==> src/rtl/psram_seq.sv <==
module psram_seq #(
  parameter int AW         = 19,
  parameter int DW         = 8,
  parameter int T_CE       = 7,
  parameter int T_WP       = 3,
  parameter int T_PRE      = 4,
  parameter int T_CYC      = 12,
  parameter int T_RMW      = 16,
  parameter int MAX_CE_LOW = 1000,
  parameter int PWRUP_CYC  = 10000,
  parameter int N_DUMMY    = 8
) (
  input  logic          clk,
  input  logic          rst_n,
  input  logic          req_valid,
  input  logic [1:0]    req_op,
  input  logic [AW-1:0] req_addr,
  input  logic [DW-1:0] req_wdata,
  output logic          ready,
  output logic          rd_valid,
  output logic [DW-1:0] rd_data,
  output logic [AW-1:0] mem_addr,
  output logic          mem_ce_n,
  output logic          mem_oe_n,
  output logic          mem_we_n,
  output logic [DW-1:0] mem_dq_out,
  output logic          mem_dq_oe,
  input  logic [DW-1:0] mem_dq_in
);
  localparam int RMW_LOW = T_CE + 1 + T_WP;
  localparam int PRE_RW  = (T_CYC - T_CE > T_PRE) ? T_CYC - T_CE : T_PRE;
  localparam int PRE_RMW = (T_RMW - RMW_LOW > T_PRE) ? T_RMW - RMW_LOW : T_PRE;
  localparam int CNT_MAX = PWRUP_CYC + RMW_LOW + PRE_RW + PRE_RMW;
  localparam int CW      = $clog2(CNT_MAX + 1);
  localparam int DCW     = $clog2(N_DUMMY + 2);

  localparam logic [1:0] OP_RD  = 2'd0;
  localparam logic [1:0] OP_WR  = 2'd1;
  localparam logic [1:0] OP_RMW = 2'd2;
  localparam logic [1:0] OP_DUM = 2'd3;

  if (RMW_LOW > MAX_CE_LOW || T_CE > MAX_CE_LOW) begin : g_bad_width
    $error("select pulse would exceed MAX_CE_LOW");
  end

  typedef enum logic [1:0] {S_PWR, S_IDLE, S_LOW, S_PRE} state_t;

  state_t         st;
  logic [CW-1:0]  cnt;
  logic [DCW-1:0] dum;
  logic [1:0]     op;
  logic [CW-1:0]  pre_last;

  assign ready    = (st == S_IDLE);
  assign pre_last = (op == OP_RMW) ? CW'(PRE_RMW - 1) : CW'(PRE_RW - 1);

  always_ff @(posedge clk) begin
    if (!rst_n) begin
      st         <= S_PWR;
      cnt        <= '0;
      dum        <= '0;
      op         <= OP_DUM;
      mem_ce_n   <= 1'b1;
      mem_oe_n   <= 1'b1;
      mem_we_n   <= 1'b1;
      mem_dq_oe  <= 1'b0;
      mem_addr   <= '0;
      mem_dq_out <= '0;
      rd_data    <= '0;
      rd_valid   <= 1'b0;
    end else begin
      rd_valid <= 1'b0;
      case (st)
        S_PWR: begin
          if (cnt == CW'(PWRUP_CYC - 1)) begin
            cnt <= '0;
            if (N_DUMMY > 0) begin
              op       <= OP_DUM;
              mem_ce_n <= 1'b0;
              dum      <= DCW'(1);
              st       <= S_LOW;
            end else begin
              st <= S_IDLE;
            end
          end else begin
            cnt <= cnt + 1'b1;
          end
        end

        S_IDLE: begin
          if (req_valid) begin
            mem_addr   <= req_addr;
            mem_dq_out <= req_wdata;
            mem_ce_n   <= 1'b0;
            cnt        <= '0;
            st         <= S_LOW;
            case (req_op)
              2'b01: begin
                op        <= OP_WR;
                mem_we_n  <= 1'b0;
                mem_dq_oe <= 1'b1;
              end
              2'b10: begin
                op       <= OP_RMW;
                mem_oe_n <= 1'b0;
              end
              default: begin
                op       <= OP_RD;
                mem_oe_n <= 1'b0;
              end
            endcase
          end
        end

        S_LOW: begin
          cnt <= cnt + 1'b1;
          if (op == OP_WR) begin
            if (cnt == CW'(T_CE - 1)) begin
              mem_ce_n <= 1'b1;
              mem_we_n <= 1'b1;
              cnt      <= '0;
              st       <= S_PRE;
            end
          end else begin
            if (cnt == CW'(T_CE - 1)) begin
              mem_oe_n <= 1'b1;
              if (op != OP_DUM) begin
                rd_data  <= mem_dq_in;
                rd_valid <= 1'b1;
              end
              if (op != OP_RMW) begin
                mem_ce_n <= 1'b1;
                cnt      <= '0;
                st       <= S_PRE;
              end
            end
            if (op == OP_RMW && cnt == CW'(T_CE)) begin
              mem_dq_oe <= 1'b1;
              mem_we_n  <= 1'b0;
            end
            if (op == OP_RMW && cnt == CW'(RMW_LOW - 1)) begin
              mem_ce_n <= 1'b1;
              mem_we_n <= 1'b1;
              cnt      <= '0;
              st       <= S_PRE;
            end
          end
        end

        S_PRE: begin
          mem_dq_oe <= 1'b0;
          if (cnt == pre_last) begin
            cnt <= '0;
            if (op == OP_DUM && dum < DCW'(N_DUMMY)) begin
              mem_ce_n <= 1'b0;
              dum      <= dum + 1'b1;
              st       <= S_LOW;
            end else begin
              st <= S_IDLE;
            end
          end else begin
            cnt <= cnt + 1'b1;
          end
        end

        default: st <= S_IDLE;
      endcase
    end
  end
endmodule


==> config.mk <==
export PLATFORM = sky130hd
export DESIGN_NAME = psram_seq
export DESIGN_NICKNAME = d
export VERILOG_FILES = /design/src/rtl/psram_seq.sv
export SDC_FILE = /design/constraint.sdc
export NUM_CORES = 1
export LEC_CHECK = 0
export ABC_AREA = 1
export BUFFER_PORTS_ARGS = -buffer_cell sky130_fd_sc_hd__buf_2
export CAP_MARGIN = 40
export CORE_MARGIN = 1
export CORE_UTILIZATION = 42
export DETAILED_ROUTE_END_ITERATION = 6
export PLACE_DENSITY = 0.68
export SYNTH_ARGS = -nofsm -noshare
export SYNTH_HDL_FRONTEND = slang
export SYNTH_SLANG_ARGS = --single-unit
==> constraint.sdc <==
create_clock -name clk -period 1.64 [get_ports clk]
set_input_delay 0.082 -clock clk [delete_from_list [all_inputs] [get_ports clk]]
set_output_delay 0.082 -clock clk [all_outputs]
set_load 0.1 [all_outputs]
======== Word level (Yosys, flattened, before mapping) ========
Index checks and enable logic that the tools add are counted.
Widths: inputs -> output; s select.
operators by class
  bitwise operators ....................... 4
  add/subtract/negate cells ............... 2
  mux-type cells .......................... 53
  div/mod/pow operators ................... 0
  reduce and logical (&&, ||, !) cells .... 18
  magnitude comparators ................... 1
  shift operators ......................... 0
  multipliers ............................. 0
  equal/unequal tests ..................... 28
operator list
  operator               number
  $mux 14                8
  $pmux 14 s4            1
  $eq 14x3->1 const B    3
  $mux 1                 22
  $mux 2                 11
  $ne 2x2->1 const B     10
  $reduce_and 5->1       3
  $add 14x1->14 const B  1
  $eq 14x14->1 const B   1
  $eq 14x4->1 const B    1
  $mux 4                 3
  $eq 2x2->1 const B     5
  $ne 4x4->1 const B     2
  $pmux 2 s2             2
  $pmux 2 s4             1
  $pmux 4 s2             1
  $reduce_and 4->1       2
  $reduce_and 7->1       1
  $eq 2x1->1 const B     3
  $ne 3x3->1 const B     2
  $reduce_and 6->1       1
  $reduce_bool 2->1      3
  $add 4x1->4 const B    1
  $lt 4x4->1 const B     1
  11 further kinds       17
word-level totals
  memory bits (read-only) ................. 0
  bits in registers ....................... 62
  bits in writable memories ............... 0
  word-level logic and storage cells ...... 118
  bits in latches ......................... 0
  memories kept ........................... 0
  output and inout bits ................... 41
  input port bits ......................... 40

======== Depth between registers and ports, before layout ========
Gate-level depths: netlist of the first run.
  depth in word-level cells ............... 6
  mapped depth ............................ 12
  depth with buffers taken out ............ 12

======== Worst setup path after synthesis of the first run ========
Ideal clock, no wire load.
  kind .................................... register to register
  from .................................... register st[0]
  to ...................................... register mem_oe_n
  cell stages (with the launch flop) ...... 8
  data required time ...................... 1.512 ns
  path slack .............................. -0.254 ns
  setup time .............................. 0.128 ns
  path buffers ............................ 0
  period minus slack after synthesis ...... 1.894 ns
  arrival time ............................ 1.766 ns
  cells stage by stage .................... dfxtp_1 > inv_2 > nor2_4 > o21ai_0 > a21oi_1 > nand2_1 > nand2_1 > o211ai_1
on the way
  cells in the longest elaborated chain, start to end .. 3
  elaborated cells between the ends (all ways) .. 9
  those cells by class .................... eq/ne (6); mux (1); reduce/logical (2)
ends and longest elaborated chain
  element                                                                  RTL line  RTL
  start: declaration                                                       48        state_t st;
  start signal: assignment                                                 59        st <= S_PWR;
  start signal: assignment                                                 81        st <= S_LOW;
  start signal: assignment                                                 83        st <= S_IDLE;
  $eq 2x1->1 (*)                                                           --
  net ready                                                                19        output logic ready,
  $ne 2x2->1 (no source line) / $reduce_bool 2->1 (equally long branches)  --
  $reduce_and 5->1 (no source line)                                        --
  end signal: assignment                                                   64        mem_oe_n <= 1'b1;
  end signal: assignment                                                   105       mem_oe_n <= 1'b0;
  end signal: assignment                                                   109       mem_oe_n <= 1'b0;
  end: declaration                                                         24        output logic mem_oe_n,
The timed path passes the listed nets; every way through them passes the cells marked *.
A chain may end at the register's enable or synchronous reset.

======== Worst setup path after layout of the first run ========
  from .................................... register cnt[1]
  to ...................................... register cnt[8]
on the way
  cells in the longest elaborated chain, start to end .. 6
  elaborated cells between the ends (all ways) .. 14
  those cells by class .................... add/sub (1); eq/ne (4); mux (8); reduce/logical (1)
ends and longest elaborated chain
  element                   RTL line      RTL
  start: declaration        49            logic [CW-1:0] cnt;
  start signal: assignment  86            cnt <= cnt + 1'b1;
  start signal: assignment  116           cnt <= cnt + 1'b1;
  start signal: assignment  162           cnt <= cnt + 1'b1;
  $add 14x1->14             86, 116, 162
  $mux 14                   131           if (op != OP_RMW) begin
  $mux 14                   125           if (cnt == CW'(T_CE - 1)) begin
  $mux 14                   141           if (op == OP_RMW && cnt == CW'(RMW_LOW - 1)) begin
  $mux 14                   117           if (op == OP_WR) begin
  $pmux 14 s4 (*)           73            case (st)
Mark *: on every way between the ends. The rest lies on a longest branch, timed or not.

==> key figures, run 1 <==
Setup path
  – Crit Path Max Fanout: 6
  – CP Capture Type: register
  – Cell family with most CP delay: simple AND/OR/NAND/NOR gates
  – Required time worst endpoint: 1.87 ns
  – Critical path class: reg2reg
  – Critical Path Slowest Stage Cell: dfxtp_4
  – CP startpoint kind: register
  – CP Cell Sequence: ha_2 -> nand3_2 -> nor2_2 -> nand2_2 -> a21oi_4 -> nand3_4 -> buf_4 -> nand4_1 -> inv_1
  – CP max stage delay: 0.37 ns
  – Crit path DAT: 1.82 ns
  – CP bufs+invs: 2

Floorplan
  – Starting Density: ~44%
  – Row cnt: 29
  – Die ar.: 7019 sq um
  – Core ar.: 6386 sq um
  – Die width: 83.78 um
  – I/O pin cnt: 81
  – Die Ht: roughly 84 um

Synthesis
  – Prevailing post-synth register cell: dfxtp_1
  – Post-synth EDFFs: 0
  – Top-count cell post-synth: nor2_1
  – Flops & latches, synth: 62
  – Ys async rst share: 0%
  – Post-Syn Nets: 434
  – Post-Syn Area per Cell: 7.202 sq um
  – Synth top area share: 44.19%
  – Post-synth cell types: 32
  – Synth warn: 0
  – Synth Instances: between 300 and 400
  – Area contributors post-synth: dfxtp_1, nor2_1, o21ai_0
  – Post-Syn Area: 2809 sq um
  – Post-synth top cells: nor2_1, dfxtp_1, nand2_1, o21ai_0, inv_1
  – Register area share after synthesis: 44.19%
  – Area leader, netlist: dfxtp_1

Drt
  – Vias: roughly 3000
  – Final ANT Viol Nets: 0
  – DR WL/cell: 12.81 um
  – Drt drc: 0
  – Final WL: 7764 um
  – Iteration-0 DRC Markers: 142
  – Vias/cell: 5.015
  – First-pass DRT Iterations: 5

Timing
  – Skew final: just over 0.007 ns
  – Max-slew headroom: around 67%
  – RSZ-0062 raised after global routing: true
  – Final Worst Setup Slack: 0.05939 ns
  – Endpoints failing setup: 0
  – Final hold vios: 0
  – Slew @ Worst Pin: 0.4980 ns
  – Fin crit share: 96.38%
  – TNS Setup: 0 ns
  – Worst Hold Slack: approximately 0.10 ns
  – Max-slew violations: 0
  – FMAX: 632.7 MHz
  – Time the worst path needs with I/O delays and setup: between 1.5 and 2 ns

Worst hold path
  – Worst min path class: in2reg

Pwr
  – Overall power: 5.797 mW
  – Worst VDD drop: 1.043 mV
  – PD cells: 1432 nW/um^2
  – Reg power frac: 32.6%
  – Sw Pwr: ~2.7 mW
  – Pint: about 3 mW
  – Combinational power share: between 40 and 50%
  – Sw frac: between 40% and 50%
  – Leak: 1.977 nW
  – Clock Power Share: about 22%

CTS
  – CTS Buffer Depth: 2
  – CTS tree: yes
  – Worst skew pair latency: ~0.33 ns
  – Reg clk slew, reported paths: 0.07 ns
  – CTS H-tree lvls: 3
  – Root Buffer: clkbuf_8
  – Clock Sinks: 62
  – Clock buffer count from CTS: 9

Flow run
  – Number of max-cap violations: 0

Global route
  – Global-route wire length before repair: 12770 um
  – Overflow after GRT: 0
  – Total track usage: 22.41%
  – Largest net degree at the start of global routing: 29
  – Initial antenna violation count: 0
  – Vias in the first global route: 3052

Finish
  – Post-layout util: 63.40%
  – Multi-input gate area: 1460 sq um
  – Share of layout cells above drive strength 1: 30.81%
  – # diodes: 0
  – Synth-to-layout area growth: 44.14%
  – Register area: 1251 sq um
  – Fillers: ~560
  – Final #Nets: roughly 570

Placed design
  – IO buf count: 80
  – GPL Wtd Cong: about 0.9
  – Post-DP HPWL: 4944 um
  – Setup slack at placement: -0.01538 ns

Status
  – Status: completed
## per-layer routing
| metal | vias up | wire [um] | part of all wire, % | GRT usage [%] |
|---|---|---|---|---|
| met2 | 89 | 3908 | 50 | 40.13 |
| li1 | 1521 | - | - | - |
| met1 | 1421 | 3313 | 43 | 24.98 |
| met5 | - | 0 | 0 | 0 |
| met3 | 8 | 443 | 5.7 | 5.341 |
| met4 | 0 | 99 | 1.3 | 10.17 |
## cell families after synthesis
kind of cell	after synthesis	share of synthesized area (%)
AND/OR/NAND/NOR	207	33.01
XOR/XNOR	7	2.183
buffers and inverters	47	6.904
adder cells (fa/ha/maj)	4	1.782
flip-flops	62	44.19
AO/OA/AOI/OAI	63	11.94
## worst register-to-register path, stage by stage, from the launching register on
cell     delay, ns
dfxtp_4       0.37
ha_2          0.20
nand3_2       0.10
nor2_2        0.15
nand2_2       0.09
a21oi_4       0.17
nand3_4       0.13
buf_4         0.16
nand4_1       0.08
inv_1         0.04
## power groups by stage
stage	Clock, mW	Sequential (mW)	Combinational (mW)
2_1_floorplan	0	3.07	0.816
3_3_place_gp	0	1.89	2.39
3_5_place_dp	0	1.90	2.41
4_1_cts	1.32	1.87	2.52
5_1_grt	1.38	1.92	2.77
6_report	1.30	1.89	2.61
## final timing paths
kind	from	to	slack [ns]	cells past startpoint
worst max-delay path	cnt[1]	cnt[8]	0.06	9
worst min register to register	mem_ce_n	mem_ce_n	0.45	2
worst max register to register	cnt[1]	cnt[8]	0.06	9
worst min-delay path	req_op[1]	op[1]	0.10	5
## what timing repair did
| action | 4_1_cts | 5_1_grt |
|---|---|---|
| buffers inserted | 3 | 3 |
| hold buffers | 35 | 0 |
| hold endpoints to repair | 35 | 0 |
| cloned | 0 | 0 |
| resized for setup | 1 | 30 |
| endpoints found under the setup margin | 2 | 28 |
| pin swaps | 4 | 10 |
## registers in the layout (all words and copies together) (netlist names)
signal,count
mem_dq_out,8
rd_valid,1
mem_ce_n,1
dum,4
mem_dq_oe,1
rd_data,8
mem_addr,19
op,2
mem_oe_n,1
st,2
mem_we_n,1
cnt,14
## layout make-up
class	count	share of cell area (%)
Sequential cell	62	30.90
Clock inverter	4	1.174
Tap cell	77	2.379
Inverter	36	3.646
Clock buffer	11	3.492
Timing Repair Buffer	135	22.34
Multi-Input combinational cell	281	36.06
## per-stage QoR
step	instances	instance area, sq um
3_3_place_gp	550	3385
4_1_cts	603	3951
6_report	606	4049
2_1_floorplan	390	2845
3_5_place_dp	550	3385
5_1_grt	606	4049
## cell usage in the layout (no fill, tap or decap), types with 11 or more instances in the layout
cell type	netlist	routed
a21oi_1	12	11
dlygate4sd3_1	0	35
o21ai_0	41	37
buf_2	3	80
nand3_1	19	14
inv_1	29	25
buf_4	1	19
nor2_1	106	96
nand2_1	54	50
dfxtp_1	62	58
(Power assumes the default switching activity.)
==> run 2: changes to the inputs <==
--- a/config.mk
+++ b/config.mk
@@ -5,7 +5,6 @@
 export SDC_FILE = /design/constraint.sdc
 export NUM_CORES = 1
 export LEC_CHECK = 0
-export ABC_AREA = 1
 export BUFFER_PORTS_ARGS = -buffer_cell sky130_fd_sc_hd__buf_2
 export CAP_MARGIN = 40
 export CORE_MARGIN = 1
==> key figures, run 2 <==
Drt
  – Iteration-0 DRC Markers: 96 (-32%)
  – Vias: 2829 (-6.9%)
  – Final WL: 7429 um (-4.3%)
  – Vias/cell: 5.052 (+0.74%)
  – Final ANT Viol Nets: 0 (unchanged)
  – Drt drc: 0 (unchanged)
  – DR WL/cell: 13.27 um (+3.5%)
  – First-pass DRT Iterations: 4 (-1)

Synthesis
  – Area contributors post-synth: dfxtp_1, nand2_1, a21boi_0
  – Post-Syn Area: 2799 sq um (-0.36%)
  – Post-Syn Area per Cell: 8.533 sq um (+18%)
  – Flops & latches, synth: 62 (unchanged)
  – Register area share after synthesis: 44.35% (+0.16 points)
  – Top-count cell post-synth: nand2_1
  – Synth top area share: 44.35% (+0.16 points)
  – Synth warn: 0 (unchanged)
  – Prevailing post-synth register cell: dfxtp_1
  – Post-synth EDFFs: 0 (unchanged)
  – Post-Syn Nets: 372 (-14%)
  – Post-synth top cells: nand2_1, dfxtp_1, a21boi_0, nor2_1, clkbuf_1
  – Post-synth cell types: 47 (+47%)
  – Area leader, netlist: dfxtp_1
  – Ys async rst share: 0% (unchanged)
  – Synth Instances: 328 (-16%)

Setup path
  – Required time worst endpoint: 1.87 ns (about the same)
  – CP Cell Sequence: or4_4 -> or4b_4 -> o32ai_4 -> mux2i_1 -> nor2b_1
  – Reg2reg end: dum[1]
  – CP max stage delay: 0.54 ns (+0.17 ns)
  – Critical Path Slowest Stage Cell: or4b_4
  – Internal reg-to-reg setup slack: -0.39 ns (-0.45 ns)
  – Crit path DAT: 2.26 ns (+0.44 ns)
  – R2R depth: 5 (-4)
  – Critical path class: reg2reg
  – CP Capture Type: register
  – Crit Path Max Fanout: 2 (-4)
  – CP startpoint kind: register
  – RR Startpoint: cnt[7]

Timing
  – Endpoints failing setup: 34 (+34)
  – RSZ-0062 raised after global routing: true
  – Time the worst path needs with I/O delays and setup: 2.032 ns (+0.4514 ns)
  – Max-slew violations: 0 (unchanged)
  – FMAX: 492.1 MHz (-22%)
  – Final hold vios: 0 (unchanged)
  – TNS Setup: -8.323 ns (-8.323 ns)
  – Skew final: 0.006171 ns (-0.0009203 ns)
  – Final Worst Setup Slack: -0.3920 ns (-0.4514 ns)
  – Fin crit share: 123.9% (+28 points)
  – Slew @ Worst Pin: 0.4955 ns (-0.002424 ns)
  – Worst Hold Slack: 0.005744 ns (-0.09814 ns)
  – Max-slew headroom: 67.19% (+0.16 points)

Pwr
  – Reg power frac: 46.2% (+14 points)
  – Sw frac: 20.98% (-26 points)
  – Worst VDD drop: 0.8063 mV (-23%)
  – Sw Pwr: 0.6888 mW (-75%)
  – PD cells: 762.8 nW/um^2 (-47%)
  – Pint: 2.595 mW (-15%)
  – Leak: 1.915 nW (-3.2%)
  – Clock Power Share: 46.7% (+24 points)
  – Combinational power share: 7.1% (-38 points)

Global route
  – Total track usage: 21.27% (-1.1 points)
  – Global-route wire length before repair: 12100 um (-5.3%)
  – Vias in the first global route: 2693 (-12%)
  – Overflow after GRT: 0 (unchanged)
  – Initial antenna violation count: 0 (unchanged)
  – Largest net degree at the start of global routing: 29 (unchanged)

Finish
  – Regs by FF count: mem_addr: 19 flops, cnt: 14 flops
  – Most common cell after layout, fill and taps aside: buf_2
  – Largest Register: mem_addr
  – Final #Nets: 522 (-8.3%)
  – Final instance area: 4304 sq um (+6.3%)
  – Post-layout util: 67.40% (+4.0 points)
  – Synth-to-layout area growth: 53.78%
  – Fillers: 497 (-11%)
  – # diodes: 0 (unchanged)
  – Max reg flops: 19 (unchanged)
  – Share of layout cells above drive strength 1: 38.51% (+7.7 points)
  – Most frequent cells in the layout: buf_2, nand2_1, dfxtp_1

Floorplan
  – Die ar.: 6995 sq um (-0.35%)
  – Starting Density: 43.83% (-0.16 points)
  – Core ar.: 6386 sq um (unchanged)
  – Die width: 83.64 um (-0.17%)
  – I/O pin cnt: 81 (unchanged)
  – Row cnt: 29 (unchanged)
  – Die Ht: 83.64 um (-0.17%)

Worst hold path
  – Hold EP: rd_data[6]
  – Worst min path class: in2reg
  – Min-delay src: mem_dq_in[6]
  – Hold path cells: 3 (-2)

CTS
  – CTS Buffer Depth: 2 (unchanged)
  – Clock buffer count from CTS: 9 (unchanged)
  – CTS tree: yes
  – Clock Sinks: 62 (unchanged)
  – Reg clk slew, reported paths: 0.07 ns (about the same)
  – Root Buffer: clkbuf_8
  – CTS H-tree lvls: 3 (unchanged)
  – Worst skew pair latency: 0.33 ns (about the same)

Placed design
  – Post-DP HPWL: 4901 um (-0.87%)
  – IO buf count: 80 (unchanged)
  – GPL Wtd Cong: 0.8239 (-9.1%)
  – Placed cell area: 3610 sq um (+6.7%)
  – Setup slack at placement: -0.4417 ns (-0.4263 ns)

Status
  – Failing checks: setup timing
  – Status: complete, but fails checks

Flow run
  – Number of max-cap violations: 0 (unchanged)
run 2: cell type report:
| class | instances | area, sq um | area share, % |
|---|---|---|---|
| Tap cell | 77 | 96.34 | 2.238 |
| Multi-Input combinational cell | 243 | 1603 | 37.24 |
| Clock inverter | 5 | 81.33 | 1.890 |
| Inverter | 5 | 18.77 | 0.4360 |
| Clock buffer | 11 | 151.4 | 3.517 |
| Timing Repair Buffer | 157 | 1105 | 25.67 |
| Sequential cell | 62 | 1249 | 29.01 |
run 2: worst max-delay path: cells and delay by family (launching register included):
family / cells / cell delay [ns]
compound gates: 1 / 0.25
mux: 1 / 0.24
flops: 1 / 0.31
simple gates: 3 / 1.13
run 2: per-layer routing:
| layer | vias up | GRT usage, % | wire length, um |
|---|---|---|---|
| li1 | 1419 | - | - |
| met1 | 1320 | 24.92 | 3167 |
| met2 | 84 | 38.14 | 3788 |
| met3 | 6 | 5.935 | 421 |
| met4 | 0 | 5.239 | 52 |
| met5 | - | 0 | 0 |
run 2: kinds of logic (layout without fill, tap and decap cells):
kind of cell / after synthesis / in the layout / share of synthesized area (%)
flops: 62 / 62 / 44.35
compound gates: 54 / 54 / 13.90
xor+xnor: 14 / 14 / 4.381
fa+ha+maj: 4 / 4 / 1.788
mux: 9 / 9 / 3.219
simple gates: 162 / 162 / 29.15
buf+inv: 23 / 178 / 3.219
run 2: what timing repair did:
| action | in CTS | in global routing |
|---|---|---|
| hold endpoints to repair | 26 | 0 |
| pin swaps | 14 | 5 |
| hold buffers | 26 | 0 |
| endpoints found under the setup margin | 36 | 39 |
| cloned | 0 | 0 |
| buffers inserted | 4 | 3 |
| gates resized for setup | 30 | 11 |
run 2: through the flow:
step | power [mW] | std cells
6_report | 3.283 | 560
2_1_floorplan | 1.617 | 328
3_3_place_gp | 1.712 | 512
5_1_grt | 3.387 | 560
4_1_cts | 3.299 | 558
3_5_place_dp | 1.715 | 512
run 2: worst max path at each step:
stage                     startpoint  endpoint
after global placement        cnt[5]    dum[1]
after detailed placement      cnt[5]    dum[1]
final                         cnt[7]    dum[1]
after CTS                     cnt[7]    dum[1]
after global routing          cnt[7]    dum[1]
after floorplan               cnt[5]    dum[1]
run 2: power groups by stage:
stage	clock, mW	sequential [mW]	combinational (mW)
after floorplan	0	1.55	0.0671
after global placement	0	1.55	0.162
after detailed placement	0	1.55	0.164
after CTS	1.56	1.52	0.223
after global routing	1.62	1.52	0.252
final	1.53	1.52	0.234
==> run 3: changes to the inputs <==
--- a/config.mk
+++ b/config.mk
@@ -8,9 +8,9 @@
 export BUFFER_PORTS_ARGS = -buffer_cell sky130_fd_sc_hd__buf_2
 export CAP_MARGIN = 40
 export CORE_MARGIN = 1
-export CORE_UTILIZATION = 42
+export CORE_UTILIZATION = 28
 export DETAILED_ROUTE_END_ITERATION = 6
-export PLACE_DENSITY = 0.68
+export PLACE_DENSITY = 0.49
 export SYNTH_ARGS = -nofsm -noshare
 export SYNTH_HDL_FRONTEND = slang
 export SYNTH_SLANG_ARGS = --single-unit
==> key figures, run 3 (synthesis gave the netlist of run 2 again) <==
Status
  – Status: complete, but fails checks
  – Failing checks: setup timing

Pwr
  – Clock Power Share: 42.9% (-3.8 points)
  – Pint: 2.386 mW (-8.0%)
  – Worst VDD drop: 0.5534 mV (-31%)
  – Sw Pwr: 0.6733 mW (-2.2%)
  – Reg power frac: 49.5% (+3.3 points)
  – Sw frac: 22.01% (+1.0 points)
  – PD cells: 685.3 nW/um^2 (-10%)
  – Leak: 1.971 nW (+2.9%)
  – Combinational power share: 7.6% (+0.5 points)

CTS
  – Clock buffer count from CTS: 9 (unchanged)
  – Reg clk slew, reported paths: 0.07 ns (about the same)
  – CTS Buffer Depth: 2 (unchanged)
  – CTS tree: yes
  – Clock Sinks: 62 (unchanged)
  – CTS H-tree lvls: 3 (unchanged)
  – Root Buffer: clkbuf_8
  – Worst skew pair latency: 0.34 ns (about the same)

Finish
  – # diodes: 0 (unchanged)
  – Regs by FF count: mem_addr: 19 flops, cnt: 14 flops
  – Post-layout util: 45.88% (-22 points)
  – Largest Register: mem_addr
  – Final #Nets: 534 (+2.3%)
  – Synth-to-layout area growth: 59.50%
  – Max reg flops: 19 (unchanged)
  – Share of layout cells above drive strength 1: 38.46% (-0.048 points)
  – Most frequent cells in the layout: buf_2, nand2_1, dfxtp_1
  – Layout Cells excl Fill: 627 (+12%)
  – Final instance area: 4464 sq um (+3.7%)
  – Most common cell after layout, fill and taps aside: buf_2

Setup path
  – Cell family with most CP delay: simple AND/OR/NAND/NOR gates
  – Critical Path Slowest Stage Cell: or4b_4
  – Critical path class: reg2reg
  – CP bufs+invs: 0 (unchanged)
  – CP Cell Sequence: or4_4 -> or4b_4 -> o32ai_4 -> mux2i_1 -> nor2b_1
  – CP startpoint kind: register
  – CP max stage delay: 0.56 ns (+0.02 ns)
  – Required time worst endpoint: 1.86 ns (about the same)
  – CP Capture Type: register
  – Crit path DAT: 2.26 ns (about the same)
  – Crit Path Max Fanout: 2 (unchanged)
  – Internal reg-to-reg setup slack: -0.39 ns (about the same)

Placed design
  – Setup slack at placement: -0.4422 ns (-0.0004360 ns)
  – Placed cell area: 3732 sq um (+3.4%)
  – Placed insts: 573 (+12%)
  – IO buf count: 80 (unchanged)
  – GPL Wtd Cong: 0.8279 (+0.49%)
  – Post-DP HPWL: 5252 um (+7.2%)

Timing
  – Final Worst Setup Slack: -0.3925 ns (-0.0004580 ns)
  – Max-slew headroom: 66.80% (-0.39 points)
  – Fin crit share: 123.9% (about the same)
  – RSZ-0062 raised after global routing: true
  – Skew final: 0.009133 ns (+0.002962 ns)
  – Slew @ Worst Pin: 0.5015 ns (+0.005926 ns)
  – Max-slew violations: 0 (unchanged)
  – Time the worst path needs with I/O delays and setup: 2.032 ns (+0.0004580 ns)
  – FMAX: 492.0 MHz (about the same)
  – Worst Hold Slack: 0.006310 ns (+0.0005662 ns)
  – Endpoints failing setup: 33 (-2.9%)
  – Final hold vios: 0 (unchanged)

Floorplan
  – Core ar.: 9729 sq um (+52%)
  – Starting Density: 28.77% (-15 points)
  – Die ar.: 10400 sq um (+49%)
  – Row cnt: 36 (+24%)
  – Die Ht: 102.0 um (+22%)
  – I/O pin cnt: 81 (unchanged)
  – Die width: 102.0 um (+22%)

Global route
  – Vias in the first global route: 2553 (-5.2%)
  – Initial antenna violation count: 0 (unchanged)
  – Total track usage: 14.90% (-6.4 points)
  – Largest net degree at the start of global routing: 29 (unchanged)
  – Overflow after GRT: 0 (unchanged)
  – Global-route wire length before repair: 12050 um (-0.34%)

Drt
  – Iteration-0 DRC Markers: 66 (-31%)
  – Final WL: 7624 um (+2.6%)
  – Vias: 2801 (-0.99%)
  – First-pass DRT Iterations: 4 (unchanged)
  – Vias/cell: 4.467 (-12%)
  – Drt drc: 0 (unchanged)
  – DR WL/cell: 12.16 um (-8.3%)
  – Final ANT Viol Nets: 0 (unchanged)

Worst hold path
  – Worst min path class: in2reg

Flow run
  – Number of max-cap violations: 0 (unchanged)
==> run 3: power groups by stage <==
stage / logic (mW) / clock network, mW / registers, mW
3_5_place_dp: 0.163 / 0 / 1.55
3_3_place_gp: 0.164 / 0 / 1.55
2_1_floorplan: 0.0671 / 0 / 1.55
5_1_grt: 0.257 / 1.45 / 1.51
4_1_cts: 0.227 / 1.38 / 1.52
6_report: 0.233 / 1.31 / 1.51
==> run 3: worst reg2reg max path: stages (launching register included) <==
cell	delay, ns
dfxtp_2	0.32
or4_4	0.54
or4b_4	0.56
o32ai_4	0.24
mux2i_1	0.21
nor2b_1	0.07
==> run 3: area by class of cell <==
type                    count  area (sq um)
clock inverters             4         47.55
repair buffers            169          1220
well taps                 133         166.4
multi-input cells         243          1619
fillers                   963          5265
flip-flops and latches     62          1251
clock buffers              11         141.4
inverters                   5         18.77
==> run 3: worst paths after layout <==
kind | end | cells after the start | from
max | dum[1] | 5 | cnt[7]
min | mem_addr[16] | 3 | req_addr[16]
max reg2reg | dum[1] | 5 | cnt[7]
min reg2reg | mem_addr[12] | 2 | mem_addr[12]
==> run 3: stage by stage <==
stage | TNS (ns) | total power, mW
2_1_floorplan | -12.13 | 1.617
3_3_place_gp | -9.063 | 1.714
3_5_place_dp | -10.18 | 1.713
4_1_cts | -9.562 | 3.120
5_1_grt | -13.16 | 3.223
6_report | -9.785 | 3.059
==> run 3: repair_timing <==
action                     in CTS  in global routing
hold endpoints to repair       31                  0
setup buffers                   4                  4
gates resized for setup        24                 19
pin swaps                      10                 12
hold buffers                   31                  0
setup endpoints to repair      35                 35
==> run 3: routing by layer <==
metal	routed length [um]	vias up	part of all wire [%]	global-route usage, %
met5	0	-	0	0
li1	-	1441	-	-
met4	97	0	1.3	6.484
met3	340	7	4.5	4.309
met2	3606	70	47	24.01
met1	3579	1283	47	18.52
